$ cat config.mk
export PLATFORM = sky130hd
export DESIGN_NAME = dbg_return_unit
export DESIGN_NICKNAME = d
export VERILOG_FILES = /design/src/rtl/dbg_ret_pkg.sv /design/src/rtl/dbg_ret_ctrl.sv /design/src/rtl/dbg_sat_counter.sv /design/src/rtl/dbg_ret_datapath.sv /design/src/rtl/dbg_return_unit.sv
export SDC_FILE = /design/constraint.sdc
export NUM_CORES = 1
export LEC_CHECK = 0
export BUFFER_PORTS_ARGS = -buffer_cell sky130_fd_sc_hd__clkbuf_2
export CAP_MARGIN = 20
export CORE_UTILIZATION = 60
export CTS_CLUSTER_DIAMETER = 120
export CTS_CLUSTER_SIZE = 28
export DETAILED_ROUTE_END_ITERATION = 10
export GPL_TIMING_DRIVEN = 0
export PLACE_DENSITY = 0.82
export SLEW_MARGIN = 30
export SYNTH_ARGS = -nofsm -noshare
export SYNTH_HDL_FRONTEND = slang
export SYNTH_SLANG_ARGS = --single-unit
$ cat constraint.sdc
create_clock -name clk -period 13.4 [get_ports clk]
set_input_delay 2.68 -clock clk [delete_from_list [all_inputs] [get_ports clk]]
set_output_delay 2.68 -clock clk [all_outputs]
set_load 0.02 [all_outputs]
$ cat src/rtl/dbg_ret_pkg.sv
package dbg_ret_pkg;
  localparam int BASE_PLAIN = 4;
  localparam int BASE_LOW   = 3;

  typedef enum logic [1:0] {
    CAUSE_BKPT  = 2'b00,
    CAUSE_WATCH = 2'b01,
    CAUSE_EXT   = 2'b10
  } cause_e;

  typedef struct packed {
    logic enter;
    logic lowBase;
    logic countN;
    logic countS;
  } strobe_t;
endpackage

$ cat src/rtl/dbg_ret_ctrl.sv
module dbg_ret_ctrl
  import dbg_ret_pkg::*;
(
  input  logic    clk,
  input  logic    rstN,
  input  logic    bkptHit,
  input  logic    wpHit,
  input  logic    wpExc,
  input  logic    extReq,
  input  logic    pfAbort,
  input  logic    dbgInstr,
  input  logic    sysInstr,
  input  logic    icAccess,
  output strobe_t stb,
  output logic    methodFlag,
  output logic    breakFlag,
  output logic    causeHeld,
  output logic    inDebug,
  output logic    abortTaken
);
  logic   bkptTaken;
  cause_e causeNext;

  // abort outranks the breakpoint on the same fetch
  assign bkptTaken = bkptHit & ~pfAbort;

  always_comb begin
    if (extReq)     causeNext = CAUSE_EXT;
    else if (wpHit) causeNext = CAUSE_WATCH;
    else            causeNext = CAUSE_BKPT;
  end

  always_comb begin
    stb.enter   = extReq | wpHit | bkptTaken;
    stb.lowBase = extReq | (wpHit & wpExc);
    stb.countN  = inDebug & ~stb.enter & dbgInstr;
    stb.countS  = inDebug & ~stb.enter & sysInstr;
  end

  always_ff @(posedge clk) begin
    if (!rstN) begin
      methodFlag <= 1'b0;
      breakFlag  <= 1'b0;
      causeHeld  <= 1'b0;
      inDebug    <= 1'b0;
      abortTaken <= 1'b0;
    end else begin
      abortTaken <= bkptHit & pfAbort;
      if (stb.enter) begin
        {methodFlag, breakFlag} <= causeNext;
        causeHeld <= 1'b1;
        inDebug   <= 1'b1;
      end else if (icAccess) begin
        causeHeld <= 1'b0;
      end
    end
  end
endmodule

$ cat src/rtl/dbg_sat_counter.sv
module dbg_sat_counter #(
  parameter int W = 8
) (
  input  logic         clk,
  input  logic         rstN,
  input  logic         clr,
  input  logic         inc,
  output logic [W-1:0] cntNext
);
  localparam logic [W-1:0] MAXV = '1;
  logic [W-1:0] cnt;

  always_comb begin
    if (clr)                     cntNext = '0;
    else if (inc && cnt != MAXV) cntNext = cnt + 1'b1;
    else                         cntNext = cnt;
  end

  always_ff @(posedge clk) begin
    if (!rstN) cnt <= '0;
    else       cnt <= cntNext;
  end
endmodule

$ cat src/rtl/dbg_ret_datapath.sv
module dbg_ret_datapath
  import dbg_ret_pkg::*;
#(
  parameter int CNT_W = 8,
  parameter int OFF_W = 16
) (
  input  logic             clk,
  input  logic             rstN,
  input  strobe_t          stb,
  output logic [OFF_W-1:0] offset
);
  localparam int NUM_CNT = 2;

  logic [NUM_CNT-1:0]   incVec;
  logic [CNT_W-1:0]     cntNext [NUM_CNT];
  logic                 lowReg;
  logic                 lowNext;
  logic [OFF_W-1:0]     baseVal;
  logic [OFF_W-1:0]     offsetNext;

  // index 0 = debug-speed count N, index 1 = system-speed count S
  assign incVec = {stb.countS, stb.countN};

  for (genvar g = 0; g < NUM_CNT; g++) begin : g_cnt
    dbg_sat_counter #(.W(CNT_W)) u_cnt (
      .clk     (clk),
      .rstN    (rstN),
      .clr     (stb.enter),
      .inc     (incVec[g]),
      .cntNext (cntNext[g])
    );
  end

  assign lowNext    = stb.enter ? stb.lowBase : lowReg;
  assign baseVal    = lowNext ? OFF_W'(BASE_LOW) : OFF_W'(BASE_PLAIN);
  assign offsetNext = baseVal + OFF_W'(cntNext[0]) + OFF_W'(cntNext[1]) * OFF_W'(3);

  always_ff @(posedge clk) begin
    if (!rstN) begin
      lowReg <= 1'b0;
      offset <= '0;
    end else begin
      lowReg <= lowNext;
      if (stb.enter || stb.countN || stb.countS) offset <= offsetNext;
    end
  end
endmodule

$ cat src/rtl/dbg_return_unit.sv
module dbg_return_unit
  import dbg_ret_pkg::*;
#(
  parameter int CNT_W = 8,
  parameter int OFF_W = 16
) (
  input  logic             clk,
  input  logic             rstN,
  input  logic             bkptHit,
  input  logic             wpHit,
  input  logic             wpExc,
  input  logic             extReq,
  input  logic             pfAbort,
  input  logic             dbgInstr,
  input  logic             sysInstr,
  input  logic             icAccess,
  output logic             methodFlag,
  output logic             breakFlag,
  output logic             causeHeld,
  output logic             abortTaken,
  output logic             offsetValid,
  output logic [OFF_W-1:0] offset
);
  strobe_t stb;

  dbg_ret_ctrl u_ctrl (
    .clk        (clk),
    .rstN       (rstN),
    .bkptHit    (bkptHit),
    .wpHit      (wpHit),
    .wpExc      (wpExc),
    .extReq     (extReq),
    .pfAbort    (pfAbort),
    .dbgInstr   (dbgInstr),
    .sysInstr   (sysInstr),
    .icAccess   (icAccess),
    .stb        (stb),
    .methodFlag (methodFlag),
    .breakFlag  (breakFlag),
    .causeHeld  (causeHeld),
    .inDebug    (offsetValid),
    .abortTaken (abortTaken)
  );

  dbg_ret_datapath #(.CNT_W(CNT_W), .OFF_W(OFF_W)) u_dp (
    .clk    (clk),
    .rstN   (rstN),
    .stb    (stb),
    .offset (offset)
  );
endmodule

==> metrics, run 1 <==
maximum clock path buffer count 2; synthesized area per cell 8.29 sq um; Max-Cap Viols 0; cell row count 23; clk_skew 0.00610 ns; GR Overflow Total 0; area occupied by multi-input gates 0.00177 sq mm; post-synth design cell area between 0.002 and 0.003 sq mm; Die Y a little under 70 um; post-synthesis adder-cell area fraction between 10% and 20%; clock sink count 33; prevailing post-synth register cell dfxtp_1; Buffers on Ports 25; Final period util 47.5%; total CTS buffers 5; CP arrival around 6.6 ns; final WL 5990 um; vias in the first global route 2139; Syn Inst Count 310; highest clock rate 157 MHz; Compound-Gate Fraction of Synth Area 22.5%; Data required, critical path 13.62 ns; Final nets 384; CTS H-tree depth 2; final cell count without fillers a little under 400; Synth warnings 0; register area share after synthesis 25.7%; Core ar. 0.00406 sq mm; RSZ-0062 raised after global routing no; Setup Crit Path Kind in -> reg; placer congestion estimate 0.859; DIE WIDTH about 67 um; Critical Path Start Type input pin; filler instances 338; actual slew at the worst max-slew pin 0.694 ns; GRT Total Usage roughly 29%; largest net degree at the start of global routing 11; Vias approximately 2.4k; Post-synth EDFFs 0; leakage 1.24 nW; HP Class reg -> reg; first-pass GRT wire length 9580 um; minimum clock period ~6.4 ns; R2R setup slack 9.06 ns; Post-route DRC 0; Synth Area in Simple Gates 26.1%; DP Wirelength 4500 um; DR WL/cell 15.1 um; Cell variety after synth 52; setup tns final 0 ns; storage element area approximately 660 sq um; root buf cell clkbuf_8; max-slew violations 0; clock latency on the worst-skew pair 0.30 ns; Ports 31; largest family of logic cells by synthesized area simple AND/OR/NAND/NOR gates; Slew Limit Headroom 53.2%; initial antenna violation count 0; number of synthesized register bits 33; Max VDD drop approximately 52 uV; fin util 70.9%; TritonCTS clock tree built; post-route ant nets 0; XOR/XNOR Fraction of Synth Area less than 1%; layout cells sized above 1 15.3%; Cells after DPL 389; DRT Pass-1 Iters 7; worst-path fanout max 10; fraction of registers with async set/reset 0%; final setup fails 0; First DRT Iteration DRCs between 100 and 150; outcome finished clean; PD cells 73.6 mW/mm^2; post-CTS setup repair buffer count 0; antenna diode count 0; Die ar. 0.00455 sq mm; Initial Util around 63%; area delta synth->final 11.8%; Clock transition at path regs 0.07 ns; hold buffer count at CTS 0; post-CTS sizing 0; routed vias/inst 6.08; Final Hold Vio Count 0; kind of end point of the critical path register; multiplexer share of the synthesized area 2.82%
## metal layers
layer | track usage [%] | wire length [um]
met2 | 49.3 | 2920
met3 | 4.73 | 240
met1 | 35.5 | 2710
met5 | 0 | 0
met4 | 9.57 | 110
## power breakdown
group          switching [W]  leakage, nW  internal, W  total [W]
registers         0.00000130        0.268     0.000100   0.000101
clock network      0.0000397       0.0542    0.0000465  0.0000862
logic              0.0000160        0.915   0.00000801  0.0000240
## kinds of logic (layout without fill, tap and decap cells)
family | Yosys count | after routing
fa+ha+maj | 28 | 28
buf+inv | 34 | 67
compound gates | 87 | 87
xor+xnor | 1 | 1
mux | 7 | 7
other cells | 1 | 5
flops | 33 | 33
simple gates | 119 | 119
## layout make-up
class                           count  share of cell area, %
Multi-Input combinational cell    247                   61.4
Sequential cell                    33                   23.0
Timing Repair Buffer               25                   4.35
Clock buffer                        7                   3.35
Buffer                             17                   3.31
Inverter                           17                   2.22
Tap cell                           50                   2.18
Clock inverter                      1                  0.174
## worst max-delay path, stage by stage
cell,delay (ns)
clkbuf_2,0.11
nor2b_1,0.14
nor3_1,0.19
clkbuf_1,0.44
nand2_1,0.11
mux2_2,0.31
fa_1,0.51
fa_1,0.55
inv_1,0.07
fa_1,0.48
a211oi_1,0.45
o21bai_1,0.17
a211o_1,0.31
o211ai_1,0.07
## cell usage after synthesis (4+ instances only)
cell type | instances | area share, %
dfxtp_1 | 33 | 26
nand2_1 | 32 | 4.7
a21oi_1 | 21 | 4.1
ha_1 | 19 | 9.2
inv_1 | 17 | 2.5
nor2_1 | 15 | 2.2
o21ai_0 | 14 | 2.7
nand3_1 | 12 | 2.3
fa_1 | 9 | 7.0
and3_1 | 8 | 1.9
a21boi_0 | 7 | 2.0
clkbuf_1 | 7 | 1.0
nand4_1 | 7 | 1.7
nor2b_1 | 7 | 1.7
o211ai_1 | 7 | 2.0
a21o_1 | 6 | 1.8
a31oi_1 | 6 | 1.5
nand3b_1 | 6 | 1.8
a211o_1 | 5 | 1.7
buf_4 | 5 | 1.5
mux2i_1 | 5 | 1.9
nand2b_1 | 5 | 1.2
buf_2 | 4 | 0.78
nor3_1 | 4 | 0.78
nor4_1 | 4 | 0.97
o21bai_1 | 4 | 1.2
or3_1 | 4 | 0.97
## final timing paths
kind | start | to | cells past startpoint
worst min-delay path | u_dp.offset[5] | u_dp.offset[5] | 2
worst min register to register | u_dp.offset[5] | u_dp.offset[5] | 2
worst max-delay path | bkptHit | u_dp.offset[7] | 14
worst max register to register | u_ctrl.inDebug | u_dp.offset[7] | 12
## sequential cells by signal, indices dropped and copies added, names as in the netlist
register and flops:
u_dp.offset 11, u_dp.lowReg 1, u_ctrl.inDebug 1, u_ctrl.breakFlag 1, u_dp.g_cnt.u_cnt.cnt 16, u_ctrl.causeHeld 1, u_ctrl.methodFlag 1, u_ctrl.abortTaken 1
## cell usage in the layout (no fill, tap or decap), types with 6 or more instances in the layout
cell type / count
dfxtp_1: 33
nand2_1: 32
clkbuf_2: 25
a21oi_1: 21
ha_1: 19
inv_1: 17
nor2_1: 15
o21ai_0: 14
nand3_1: 12
fa_1: 9
and3_1: 8
nor2b_1: 7
clkbuf_1: 7
nand4_1: 7
a21boi_0: 7
o211ai_1: 7
clkbuf_8: 7
a21o_1: 6
a31oi_1: 6
nand3b_1: 6
## metrics by stage
step                      total power (W)  cell area, sq um  hold WS, ns  worst slack, ns
after floorplan                  0.000119              2590        0.461             7.32
after global routing             0.000218              2880        0.497             6.79
final                            0.000212              2880        0.467             7.03
after detailed placement         0.000127              2770        0.458             6.75
after global placement           0.000127              2770        0.451             6.78
after CTS                        0.000212              2880        0.468             7.04
No activity file was read; power rests on OpenSTA's default activity.
==> run 2, diff against run 1 <==
Settings changed: ABC_AREA set to 1, CORE_UTILIZATION 60 to 52, PLACE_DENSITY 0.82 to 0.76.
Clock period 13.4 ns to 5.2 ns, I/O delays scaled along.
==> metrics, run 2 <==
outcome finished clean; setup ws final 1.09 ns; XOR/XNOR Fraction of Synth Area under 10%; CTS H-tree depth 2; highest clock rate approximately 240 MHz; minimum clock period a little over 4 ns; placer congestion estimate 0.840; post-CTS setup repair buffer count 0; max-slew violations 0; post-synthesis adder-cell area fraction 17.5%; DRT Pass-1 Iters 4; CP arrival 4.29 ns; DR WL/cell 10.9 um; setup tns final 0 ns; number of synthesized register bits 33; post-route ant nets 0; Psw around 0.00014 W; actual slew at the worst max-slew pin ~0.55 ns; cell row count 24; clock latency on the worst-skew pair roughly 0.29 ns; Setup Crit Path Kind in -> reg; Synth top area share about 28%; maximum clock path buffer count 2; count leader, synth nand2_1; Cell variety after synth 32; Post-route DRC 0; most common library cells after synthesis nand2_1, inv_1, nor2_1; Vias 2051; largest register by flop count u_dp.g_cnt.u_cnt.cnt; Post-synth EDFFs 0; Data required, critical path 5.38 ns; First DRT Iteration DRCs 73; max reg flops 16; post-CTS sizing 0; leakage 1.45 nW; multiplexer share of the synthesized area 0%; Die ar. 0.00488 sq mm; routed vias/inst 4.88; Synth Area in Simple Gates 29.8%; largest net degree at the start of global routing 11; TritonCTS clock tree built; biggest regs u_dp.g_cnt.u_cnt.cnt: 16 flops, u_dp.offset: 11 flops; GRT Total Usage 21.4%; Internal 0.000437 W; HP Class reg -> reg; antenna diode count 0; Slew Limit Headroom 63.2%; vias in the first global route just under 2k; Synth warnings 0; hold buffer count at CTS 0; Max VDD drop 171 uV; initial antenna violation count 0; fraction of registers with async set/reset 0%; largest family of logic cells by synthesized area simple AND/OR/NAND/NOR gates; PD cells 213 mW/mm^2; DIE WIDTH 69.8 um; Critical Path Start Type input pin; synthesized area per cell about 7.2 sq um; Max-Cap Viols 0; Core ar. between 0.004 and 0.005 sq mm; Initial Util 54.6%; kind of end point of the critical path register; Flop pwr share 45.7%; commonest non-fill, non-tap cell in the layout nand2_1; Buffers on Ports 25; final setup fails 0; Synth area leaders dfxtp_1, nand2_1, ha_1; Compound-Gate Fraction of Synth Area 10.4%; Syn Inst Count 331; Die Y 69.8 um; area delta synth->final 13.4%; post-synth top area cell dfxtp_1; GR Overflow Total 0; Ports 31; first-pass GRT wire length between 8000 and 9000 um; total CTS buffers 5; prevailing post-synth register cell dfxtp_1; RSZ-0062 raised after global routing no; Final period util 79.1%; Clock Power Share between 40% and 50%; most frequent cells in the layout nand2_1, inv_1, nor2_1; clk_skew between 0.003 and 0.004 ns; DP Wirelength 3800 um; clock sink count 33; register area share after synthesis 27.6%; Sw Ratio 24.3%; Final nets 405; layout cells sized above 1 17.7%; post-synth design cell area 0.00239 sq mm; root buf cell clkbuf_8; Gate power share between 10% and 20%; Clock transition at path regs 0.07 ns; filler instances 421; worst-path fanout max 10; final WL 4570 um; Placement Setup Slack about 0.80 ns; Final Hold Vio Count 0
[run 2: cell types whose count changed after synthesis, moves of 8 or more]
cell and change:
and3_1 -8, inv_1 +37, nand2_1 +39, nand3_1 +11
nor2_1 +19, nor2_2 +8
[run 2: worst max-delay path: stages]
cell	delay, ns
clkbuf_2	0.11
nor2_2	0.17
nand3_1	0.12
nor2_1	0.15
nand2_1	0.10
buf_6	0.15
o21ai_1	0.13
nand2_1	0.13
fa_1	0.52
fa_1	0.56
inv_1	0.07
fa_1	0.45
nand3_1	0.10
nand2_1	0.10
nand2_1	0.07
nand2_1	0.06
xnor2_1	0.16
a21oi_1	0.08
[run 2: path summary, 6_finish.rpt]
check	startpoint	to	slack [ns]	cells past startpoint
hold reg to reg	u_ctrl.methodFlag	u_ctrl.methodFlag	0.48	2
setup / recovery	extReq	u_dp.offset[7]	1.09	18
setup reg to reg	u_dp.g_cnt[1].u_cnt.cnt[0]	u_dp.offset[7]	1.36	19
hold / removal	u_ctrl.methodFlag	u_ctrl.methodFlag	0.48	2
[run 2: power groups by stage]
stage,registers (W),logic (W),clock network [W]
after floorplan,0.000277,0.0000355,0
after global placement,0.000269,0.0000609,0
after detailed placement,0.000269,0.0000618,0
after CTS,0.000264,0.0000625,0.000259
after global routing,0.000264,0.0000692,0.000269
final,0.000264,0.0000619,0.000252
[run 2: cell families (layout without fill, tap and decap cells)]
family / Yosys count / count (layout)
AOI/OAI and AO/OA: 42 / 42
xor gates and xnor gates: 6 / 6
adders and majority gates: 28 / 28
buffers and inverters: 68 / 101
DFF: 33 / 33
other: 1 / 5
and+or+nand+nor: 153 / 153
[run 2: per-stage QoR]
step | cell area [sq um] | std cells | power (W) | utilization, % | hold slack (ns)
finish | 2710 | 420 | 0.000577 | 61.9 | 0.483
global route | 2710 | 420 | 0.000603 | 61.9 | 0.509
CTS | 2710 | 420 | 0.000585 | 61.9 | 0.482
detailed placement | 2600 | 412 | 0.000331 | 59.2 | 0.473
global placement | 2600 | 412 | 0.000330 | 59.2 | 0.455
floorplan | 2410 | 335 | 0.000313 | - | 0.536
[run 2: final cells by class]
class | count | area (sq um) | area share, %
Buffer | 12 | 86.3 | 3.18
Clock buffer | 7 | 86.3 | 3.18
Clock inverter | 1 | 30.0 | 1.11
Inverter | 56 | 211 | 7.79
Multi-Input combinational cell | 234 | 1450 | 53.4
Sequential cell | 33 | 661 | 24.3
Tap cell | 52 | 65.1 | 2.40
Timing Repair Buffer | 25 | 125 | 4.61
[run 2: layer usage]
metal | share of wire [%] | wire length, um | track usage (%)
met2 | 49 | 2240 | 36.4
met1 | 47 | 2170 | 26.9
met4 | 1.2 | 57 | 7.33
met3 | 2.4 | 108 | 4.36
met5 | 0 | 0 | 0
